<file path="src/rtl/int_dispatch_pkg.sv">
package int_dispatch_pkg;
  // Width of the source index carried from control to datapath (up to 8 sources).
  localparam int unsigned IDX_W = 3;

  // Strobes from the arbitration control to the register datapath.
  typedef struct packed {
    logic             fire;    // a dispatch happens at this edge
    logic [IDX_W-1:0] srcIdx;  // the source being served
  } dispCtl_t;
endpackage

</file>
<file path="src/rtl/int_dispatch_ctrl.sv">
module int_dispatch_ctrl
  import int_dispatch_pkg::*;
#(
  parameter int unsigned NUM_SRC   = 5,
  parameter int unsigned GATED_SRC = 0
) (
  input  logic               clk,
  input  logic               rstN,
  input  logic [NUM_SRC-1:0] flags,
  input  logic [NUM_SRC-1:0] enables,
  input  logic               lcdOn,
  input  logic               masterSet,
  input  logic               masterClr,
  output logic               masterOn,
  output dispCtl_t           ctl
);
  logic [NUM_SRC-1:0] eligible;
  logic [IDX_W-1:0]   pick;
  logic               anyEligible;

  // A source is eligible when both its pending and its mask bit are set.
  // The display-gated source also needs the LCD to be on.
  for (genvar gi = 0; gi < NUM_SRC; gi++) begin : g_elig
    if (gi == GATED_SRC) begin : g_gated
      assign eligible[gi] = flags[gi] & enables[gi] & lcdOn;
    end else begin : g_plain
      assign eligible[gi] = flags[gi] & enables[gi];
    end
  end

  // Fixed priority: the lowest index wins, so the scan runs downward.
  always_comb begin
    pick        = '0;
    anyEligible = 1'b0;
    for (int i = NUM_SRC - 1; i >= 0; i--) begin
      if (eligible[i]) begin
        pick        = IDX_W'(i);
        anyEligible = 1'b1;
      end
    end
  end

  always_comb begin
    ctl.fire   = masterOn & anyEligible;
    ctl.srcIdx = pick;
  end

  // Clearing wins over setting, whether the clear comes from a dispatch
  // or from the core.
  always_ff @(posedge clk) begin
    if (!rstN) begin
      masterOn <= 1'b0;
    end else if (ctl.fire || masterClr) begin
      masterOn <= 1'b0;
    end else if (masterSet) begin
      masterOn <= 1'b1;
    end
  end
endmodule

</file>
<file path="src/rtl/int_dispatch_dp.sv">
module int_dispatch_dp
  import int_dispatch_pkg::*;
#(
  parameter int unsigned NUM_SRC  = 5,
  parameter int unsigned VEC_W    = 8,
  parameter int unsigned VEC_BASE = 'h40,
  parameter int unsigned VEC_STEP = 8
) (
  input  logic               clk,
  input  logic               rstN,
  input  logic [NUM_SRC-1:0] srcPulse,
  input  logic               enableWr,
  input  logic [NUM_SRC-1:0] enableData,
  input  logic               flagWr,
  input  logic [NUM_SRC-1:0] flagData,
  input  dispCtl_t           ctl,
  output logic [NUM_SRC-1:0] flags,
  output logic [NUM_SRC-1:0] enables,
  output logic               strobe,
  output logic [VEC_W-1:0]   vector
);
  logic [NUM_SRC-1:0] clrMask;
  logic [NUM_SRC-1:0] flagsNext;
  logic [VEC_W-1:0]   vecNext;

  for (genvar gi = 0; gi < NUM_SRC; gi++) begin : g_clr
    assign clrMask[gi] = ctl.fire && (ctl.srcIdx == IDX_W'(gi));
  end

  // A direct write replaces the clear path. New pulses are always ORed in last.
  always_comb begin
    flagsNext = (flagWr ? flagData : (flags & ~clrMask)) | srcPulse;
  end

  assign vecNext = VEC_W'(VEC_BASE + VEC_STEP * 32'(ctl.srcIdx));

  always_ff @(posedge clk) begin
    if (!rstN) begin
      flags   <= '0;
      enables <= '0;
      strobe  <= 1'b0;
      vector  <= '0;
    end else begin
      flags  <= flagsNext;
      strobe <= ctl.fire;
      vector <= ctl.fire ? vecNext : '0;
      if (enableWr) begin
        enables <= enableData;
      end
    end
  end
endmodule

</file>
<file path="src/rtl/int_dispatch.sv">
module int_dispatch
  import int_dispatch_pkg::*;
#(
  parameter int unsigned NUM_SRC   = 5,
  parameter int unsigned GATED_SRC = 0,
  parameter int unsigned VEC_W     = 8,
  parameter int unsigned VEC_BASE  = 'h40,
  parameter int unsigned VEC_STEP  = 8
) (
  input  logic               clk,
  input  logic               rstN,
  input  logic [NUM_SRC-1:0] srcPulse,
  input  logic               lcdOn,
  input  logic               enableWr,
  input  logic [NUM_SRC-1:0] enableData,
  input  logic               flagWr,
  input  logic [NUM_SRC-1:0] flagData,
  input  logic               masterSet,
  input  logic               masterClr,
  output logic [NUM_SRC-1:0] flagsOut,
  output logic [NUM_SRC-1:0] enablesOut,
  output logic               masterOn,
  output logic               dispatchStrobe,
  output logic [VEC_W-1:0]   dispatchVector,
  output logic               wake
);
  dispCtl_t ctl;

  int_dispatch_ctrl #(
    .NUM_SRC  (NUM_SRC),
    .GATED_SRC(GATED_SRC)
  ) u_ctrl (
    .clk      (clk),
    .rstN     (rstN),
    .flags    (flagsOut),
    .enables  (enablesOut),
    .lcdOn    (lcdOn),
    .masterSet(masterSet),
    .masterClr(masterClr),
    .masterOn (masterOn),
    .ctl      (ctl)
  );

  int_dispatch_dp #(
    .NUM_SRC (NUM_SRC),
    .VEC_W   (VEC_W),
    .VEC_BASE(VEC_BASE),
    .VEC_STEP(VEC_STEP)
  ) u_dp (
    .clk       (clk),
    .rstN      (rstN),
    .srcPulse  (srcPulse),
    .enableWr  (enableWr),
    .enableData(enableData),
    .flagWr    (flagWr),
    .flagData  (flagData),
    .ctl       (ctl),
    .flags     (flagsOut),
    .enables   (enablesOut),
    .strobe    (dispatchStrobe),
    .vector    (dispatchVector)
  );

  // Halt release looks only at the pending bits, not at the mask or the global enable.
  assign wake = |flagsOut;
endmodule

</file>
<file path="config.mk">
export PLATFORM = sky130hd
export DESIGN_NAME = int_dispatch
export DESIGN_NICKNAME = d
export VERILOG_FILES = /design/src/rtl/int_dispatch_pkg.sv /design/src/rtl/int_dispatch_ctrl.sv /design/src/rtl/int_dispatch_dp.sv /design/src/rtl/int_dispatch.sv
export SDC_FILE = /design/constraint.sdc
export NUM_CORES = 1
export LEC_CHECK = 0
export BUFFER_PORTS_ARGS = -buffer_cell sky130_fd_sc_hd__buf_2
export CAP_MARGIN = 20
export CORE_MARGIN = 8
export CORE_UTILIZATION = 35
export CTS_CLUSTER_SIZE = 10
export DETAILED_ROUTE_END_ITERATION = 7
export PLACE_DENSITY = 0.67
export REMOVE_ABC_BUFFERS = 1
export SKIP_LAST_GASP = 1
export SYNTH_ARGS = -nofsm -noshare
export SYNTH_HDL_FRONTEND = slang
export SYNTH_SLANG_ARGS = --single-unit
</file>
<file path="constraint.sdc">
create_clock -name clk -period 1.45 [get_ports clk]
set_input_delay 0.145 -clock clk [delete_from_list [all_inputs] [get_ports clk]]
set_output_delay 0.145 -clock clk [all_outputs]
set_load 0.01 [all_outputs]
</file>
==> parameters.txt, run 1 <==
Parameter                              Value

Status
  Run status ... complete, no violations

Routing
  Wirelength per Cell ... 14.1 um
  Via count ... 713
  Antenna Nets Post-Route ... 0
  Number of violations reported at the end of detailed-routing iteration 0 ... 25
  First-pass detailed-route iteration total ... 4
  Count of unresolved DRC violations after routing ... 0
  Post-DR vias/cell ... 4.95
  Top metal layer carrying routed signals ... met4
  Routed wire length on met3 ... 206 um
  M1 wire length ... 846 um
  Routed wire length ... 2030 um
  Met2 Routed Length ... 941 um

Timing
  Final clock period utilization by the worst path ... 89.0%
  Minimum clock period after layout ... 1.29 ns
  Final-layout setup total negative slack ... 0 ns
  Max frequency ... 775 MHz
  Final number of setup-violating endpoints ... 0
  Endpoints failing hold ... 0
  Final slew viol count ... 0
  Final hold slack ... 0.0989 ns
  Slack of the critical path ... 0.160 ns
  Clock Skews ... 0.00138 ns
  RSZ-0062 raised after global routing ... no

Worst setup path
  Worst-path cell with the longest stage delay ... dfxtp_1
  Endpoint of the worst register-to-register path ... u_dp.flags[4]
  Critical path endpoint category ... primary output
  Peak per-stage delay on the critical path ... 0.37 ns
  Setup slack of the worst register-to-register path ... 0.30 ns
  Setup CP Type ... reg -> out
  Register-to-Register Path Depth ... 3
  Startpoint type of the worst setup path ... register
  Start of the worst register-to-register path ... u_dp.flags[3]
  Data arrival time of the critical path ... 1.15 ns
  Max Fanout on Critical Path ... 4
  Data required, critical path ... 1.31 ns
  Cell-by-cell trace of the critical path ... nor3_1, nand3_1, buf_2

Placement
  Count of port buffers added during placement ... 38
  Weighted congestion at the end of routability-driven global placement ... 0.787
  HPWL after DPL ... 1580 um
  Worst setup timing slack at the placement stage ... 0.322 ns

Yosys
  Count of different cell masters after synthesis ... 28
  Netlist area before placement ... 718 um2
  Mean area per synthesized cell ... 9.33 um2
  Number of synthesis warnings ... 0
  Post-Syn Instances ... 77
  Seq/Total Area, Yosys ... 44.6%
  Register bit total from synthesis ... 16

Finish
  Filler cell count ... 208
  Reg area ... 320 um2
  Multi-input gate area in the final layout ... 355 um2
  Share of cells above drive strength 1 ... 38.5%
  Number of nets at the end of the flow ... 140
  Area Overhead vs Synth ... 34.3%
  Inserted Diodes ... 0

CTS
  Worst-Skew Late Latency ... 0.28 ns
  CTS hold repair buffers ... 1
  TritonCTS clock tree ... built
  Post-CTS sizing ... 0
  Clk Tree Root Cell ... clkbuf_4
  Total clock buffers created by CTS ... 3
  Clock transition at the registers of the reported paths ... 0.09 ns
  Number of levels the H-tree was split into ... 1
  Count of buffers added by post-CTS timing repair for setup ... 0
  TritonCTS Sinks ... 16
  CTS Buffer Depth ... 2

Global route
  Overflow left after global routing ... 0
  Via count of the first global-routing pass ... 731
  Antenna violations before repair ... 0
  Global-route total usage across every layer ... 11.8%
  Maximum number of pins on one net before global-route repair ... 15
  First-pass GRT wire length ... 3310 um

Pwr
  Leakage power of the design ... 0.000459 uW
  Power Density ... 961 nW/um2
  Total Power Consumption ... 927 uW
  Maximum VDD drop ... 0.463 mV

Die
  Die area ... 3760 um2
  Vert. Die Dim ... 61.3 um
  Initial core utilization ... 37.0%
  Placement Rows ... 16
  Boundary Pins ... 43
  Core outline area ... 1940 um2
  DIE WIDTH ... 61.3 um

Min path
  Path class of the lowest-slack min-delay path ... in -> reg
  Startpoint of the worst hold path ... srcPulse[1]
  Hold Crit Depth ... 3
  Hold Path Sink ... u_dp.flags[1]

Flow run
  Max Cap Viol ... 0
[area by class of cell]
class | instances | area share (%)
sequential | 16 | 33.2
timing repair buffer | 40 | 21.5
clock buffer | 4 | 3.76
tap | 27 | 3.50
multi-input combinational | 54 | 36.8
inverter | 3 | 1.17
[where the power goes]
| part | internal [uW] | switching, uW | total (uW) |
|---|---|---|---|
| Combinational | 72.3 | 76.6 | 149 |
| Sequential | 461 | 27.7 | 489 |
| Clock | 153 | 136 | 289 |
[cells in the mapped netlist (all sizes together)]
library cell,n,share of area [%]
nand2,6,3.1
conb,1,0.52
a22oi,2,2.8
a21o,1,1.0
nand3,5,5.2
a21boi,3,3.1
nand4,2,1.7
a31oi,2,1.7
clkbuf,2,1.0
nand3b,1,1.0
o21ai,2,1.4
a22o,1,1.2
nor2b,6,5.2
buf,5,4.9
dfxtp,16,45
a21oi,5,3.5
nor3b,2,2.1
mux2i,5,7.0
nor2,2,1.0
nor3,1,0.70
o211a,2,2.8
a311o,1,1.4
inv,3,1.6
a41oi,1,1.2
[worst max-delay path by stage]
stage / cells past startpoint / endpoint / start
floorplan: 3 / u_dp.flags[4] / u_ctrl.masterOn
finish: 3 / wake / u_dp.flags[0]
detailed placement: 3 / u_dp.flags[4] / u_dp.flags[3]
global route: 3 / wake / u_dp.flags[0]
global placement: 3 / u_dp.flags[4] / u_dp.flags[3]
CTS: 3 / wake / u_dp.flags[0]
[worst max-delay path, delay by kind of cell (launching register included)]
kind | cells | cell delay, ns
buf+inv | 1 | 0.15
simple gates | 2 | 0.34
flops | 1 | 0.37
[cells in the final DEF, fill, tap and decap left out]
cell	n
a21boi_0	2
a21boi_1	1
a21o_1	1
a21oi_1	5
a22o_1	1
a22oi_1	1
a22oi_2	1
a311o_1	1
a31oi_1	2
a41oi_1	1
buf_2	38
buf_4	1
clkbuf_4	3
clkbuf_8	1
conb_1	4
dfxtp_1	16
dlygate4sd3_1	1
inv_1	3
mux2i_1	5
nand2_1	6
nand3_1	4
nand3_4	1
nand3b_1	1
nand4_1	2
nor2_1	2
nor2b_1	6
nor3_1	1
nor3b_1	2
o211a_1	2
o21ai_0	2
[layer usage]
| layer | vias to the layer above | global-route usage [%] |
|---|---|---|
| met1 | 322 | 13.5 |
| li1 | 349 | - |
| met4 | 0 | 5.98 |
| met5 | - | 0 |
| met2 | 38 | 18.4 |
| met3 | 4 | 4.80 |
[state kept, by name (all words and copies together) (netlist names)]
signal           flops
u_dp.flags           5
u_dp.enables         5
u_ctrl.masterOn      1
u_dp.strobe          1
u_dp.vector          4
[kinds of logic after synthesis]
logic type,after synthesis,share of synthesized area (%)
and+or+nand+nor,25,20.2
buffers and inverters,10,7.49
AOI/OAI and AO/OA,20,20.2
DFF,16,44.6
muxes,5,6.97
other,1,0.522
[through the flow]
| stage | std cells | cell area (um2) | utilization [%] |
|---|---|---|---|
| 2_1_floorplan | 73 | 687 | - |
| 3_3_place_gp | 139 | 918 | 47.3 |
| 3_5_place_dp | 139 | 918 | 47.3 |
| 4_1_cts | 144 | 965 | 49.7 |
| 5_1_grt | 144 | 965 | 49.7 |
| 6_report | 144 | 965 | 49.7 |
Power figures use the tool's default switching activity.
==> run 2: changes to the inputs <==
--- a/config.mk
+++ b/config.mk
@@ -10,4 +10,5 @@
 export CORE_MARGIN = 8
 export CORE_UTILIZATION = 35
+export CTS_BUF_LIST = sky130_fd_sc_hd__clkbuf_8
 export CTS_CLUSTER_SIZE = 10
 export DETAILED_ROUTE_END_ITERATION = 7
==> constraint.sdc (replaced) <==
create_clock -name clk -period 1.45 [get_ports clk]
set_input_delay 0.145 -clock clk [delete_from_list [all_inputs] [get_ports clk]]
set_output_delay 0.145 -clock clk [all_outputs]
set_load 0.1 [all_outputs]
==> parameters.txt, run 2 (synthesis results as in run 1) <==
Parameter                              Value

Worst setup path
  Start of the worst register-to-register path ... u_dp.flags[3]
  Data arrival time of the critical path ... 1.20 ns (+0.05 ns)
  Critical path endpoint category ... primary output
  Data required, critical path ... 1.31 ns (about the same)
  Startpoint type of the worst setup path ... register
  Register-to-Register Path Depth ... 3 (unchanged)
  Setup slack of the worst register-to-register path ... 0.33 ns (+0.03 ns)
  Max Fanout on Critical Path ... 4 (unchanged)
  Endpoint of the worst register-to-register path ... u_ctrl.masterOn
  Setup CP Type ... reg -> out

Timing
  RSZ-0062 raised after global routing ... no
  Final-layout setup total negative slack ... 0 ns (unchanged)
  Clock Skews ... 0.000983 ns (-0.000400 ns)
  Final clock period utilization by the worst path ... 92.4% (+3.4 points)
  Final number of setup-violating endpoints ... 0 (unchanged)
  Final slew viol count ... 0 (unchanged)
  Minimum clock period after layout ... 1.34 ns (+0.0500 ns)
  Endpoints failing hold ... 0 (unchanged)
  Max frequency ... 746 MHz (-3.7%)

CTS
  Worst-Skew Late Latency ... 0.24 ns (-0.04 ns)
  TritonCTS clock tree ... built
  Total clock buffers created by CTS ... 3 (unchanged)
  TritonCTS Sinks ... 16 (unchanged)
  CTS Buffer Depth ... 2 (unchanged)
  Number of levels the H-tree was split into ... 1 (unchanged)
  Clk Tree Root Cell ... clkbuf_8
  CTS hold repair buffers ... 0 (-1)
  Clock transition at the registers of the reported paths ... 0.06 ns (-0.03 ns)
  Post-CTS sizing ... 0 (unchanged)
  Count of buffers added by post-CTS timing repair for setup ... 0 (unchanged)

Finish
  Most frequent cells in the layout ... 37 x buf_2, 16 x dfxtp_1, 6 x nand2_1, 6 x nor2b_1
  Inserted Diodes ... 0 (unchanged)
  Final non-filler cell area ... 975 um2 (+1.0%)
  Area Overhead vs Synth ... 35.7%
  Share of cells above drive strength 1 ... 38.3% (-0.20 points)
  Fraction of the core area covered by cells at the end of the flow ... 50.2% (+0.52 points)
  Most common cell after layout, fill and taps aside ... buf_2
  Filler cell count ... 207 (-0.48%)
  Largest registers in the final layout ... u_dp.enables: 5 flops, u_dp.flags: 5 flops, u_dp.vector: 4 flops
  Number of nets at the end of the flow ... 139 (-0.71%)

Min path
  Hold Crit Depth ... 2 (-1)
  Path class of the lowest-slack min-delay path ... in -> reg
  Hold Path Sink ... u_ctrl.masterOn
  Startpoint of the worst hold path ... masterClr

Pwr
  Proportion of total power due to net switching ... 37.6% (+12 points)
  Clock network power share ... 27.1% (-4.1 points)
  Maximum VDD drop ... 0.565 mV (+22%)
  Internal power ... 722 uW (+5.2%)
  Leakage power of the design ... 0.000463 uW (+0.90%)
  Power Density ... 1190 nW/um2 (+24%)
  Relative contribution of sequential cells to total power ... 42.2% (-11 points)
  Net switching power of the design ... 436 uW (+81%)
  Logic pwr share ... 30.7% (+15 points)

Placement
  Count of port buffers added during placement ... 38 (unchanged)
  Post-DP Area ... 933 um2 (+1.6%)
  HPWL after DPL ... 1580 um (-0.27%)
  Weighted congestion at the end of routability-driven global placement ... 0.777 (-1.3%)

Routing
  Post-DR vias/cell ... 4.89 (-1.3%)
  First-pass detailed-route iteration total ... 4 (unchanged)
  Wirelength per Cell ... 13.9 um (-1.0%)
  Number of violations reported at the end of detailed-routing iteration 0 ... 31 (+24%)
  Count of unresolved DRC violations after routing ... 0 (unchanged)
  Antenna Nets Post-Route ... 0 (unchanged)
  Via count ... 694 (-2.7%)
  Routed wire length ... 1980 um (-2.4%)

Global route
  Global-route total usage across every layer ... 11.2% (-0.58 points)
  Overflow left after global routing ... 0 (unchanged)
  Antenna violations before repair ... 0 (unchanged)
  Via count of the first global-routing pass ... 747 (+2.2%)
  Maximum number of pins on one net before global-route repair ... 15 (unchanged)
  First-pass GRT wire length ... 3180 um (-3.8%)

Die
  Vert. Die Dim ... 61.3 um (unchanged)
  Initial core utilization ... 37.0% (unchanged)
  Boundary Pins ... 43 (unchanged)
  Die area ... 3760 um2 (unchanged)
  Placement Rows ... 16 (unchanged)
  DIE WIDTH ... 61.3 um (unchanged)
  Core outline area ... 1940 um2 (unchanged)

Status
  Run status ... complete, no violations

Flow run
  Max Cap Viol ... 0 (unchanged)
## run 2: changes by cell type in the layout (fill, tap and decap cells not counted), sizes merged
cell and delta:
dlygate4sd3 -1, clkbuf -1
## run 2: worst max-delay path, stage by stage, from the launching register on
cell	delay (ns)
dfxtp_1	0.35
nor3_1	0.24
nand3_1	0.16
buf_12	0.20
## run 2: how the worst max path moves through the flow
stage                               start            end  depth (start not counted)
after floorplan             u_dp.flags[1]           wake                          2
after global placement    u_ctrl.masterOn  u_dp.flags[4]                          3
after detailed placement    u_dp.flags[0]  u_dp.flags[1]                          3
after CTS                   u_dp.flags[0]           wake                          3
after global routing        u_dp.flags[0]           wake                          3
final                       u_dp.flags[0]           wake                          3
## run 2: metrics by stage
step           cells  total power (uW)  hold slack (ns)  setup WS [ns]
2_1_floorplan     73               766            0.221         -0.591
3_3_place_gp     139               849            0.307          0.366
3_5_place_dp     139               852            0.310          0.337
4_1_cts          142              1170           0.0579          0.114
5_1_grt          142              1210           0.0669         0.0482
6_report         142              1160           0.0592          0.110
## run 2: layer usage
metal	GRT usage (%)	share of wire [%]	wire (um)	vias to the layer above
met5	0	0	0	-
met4	5.65	1.8	35	0
met3	5.64	12	239	4
met2	17.5	44	877	33
met1	12.2	42	824	314
li1	-	-	-	343
## run 2: power by group through the flow
stage	Sequential [uW]	Clock [uW]	Combinational [uW]
2_1_floorplan	652	0	114
3_3_place_gp	497	0	353
3_5_place_dp	497	0	355
4_1_cts	488	328	356
5_1_grt	493	342	372
6_report	488	314	356
## run 2: area by class of cell
cell class / instances / area, um2 / area share, %
clock buffer: 3 / 41.3 / 4.24
inverter: 3 / 11.3 / 1.16
multi-input combinational: 54 / 355 / 36.5
sequential: 16 / 320 / 32.9
tap: 27 / 33.8 / 3.47
timing repair buffer: 39 / 213 / 21.8
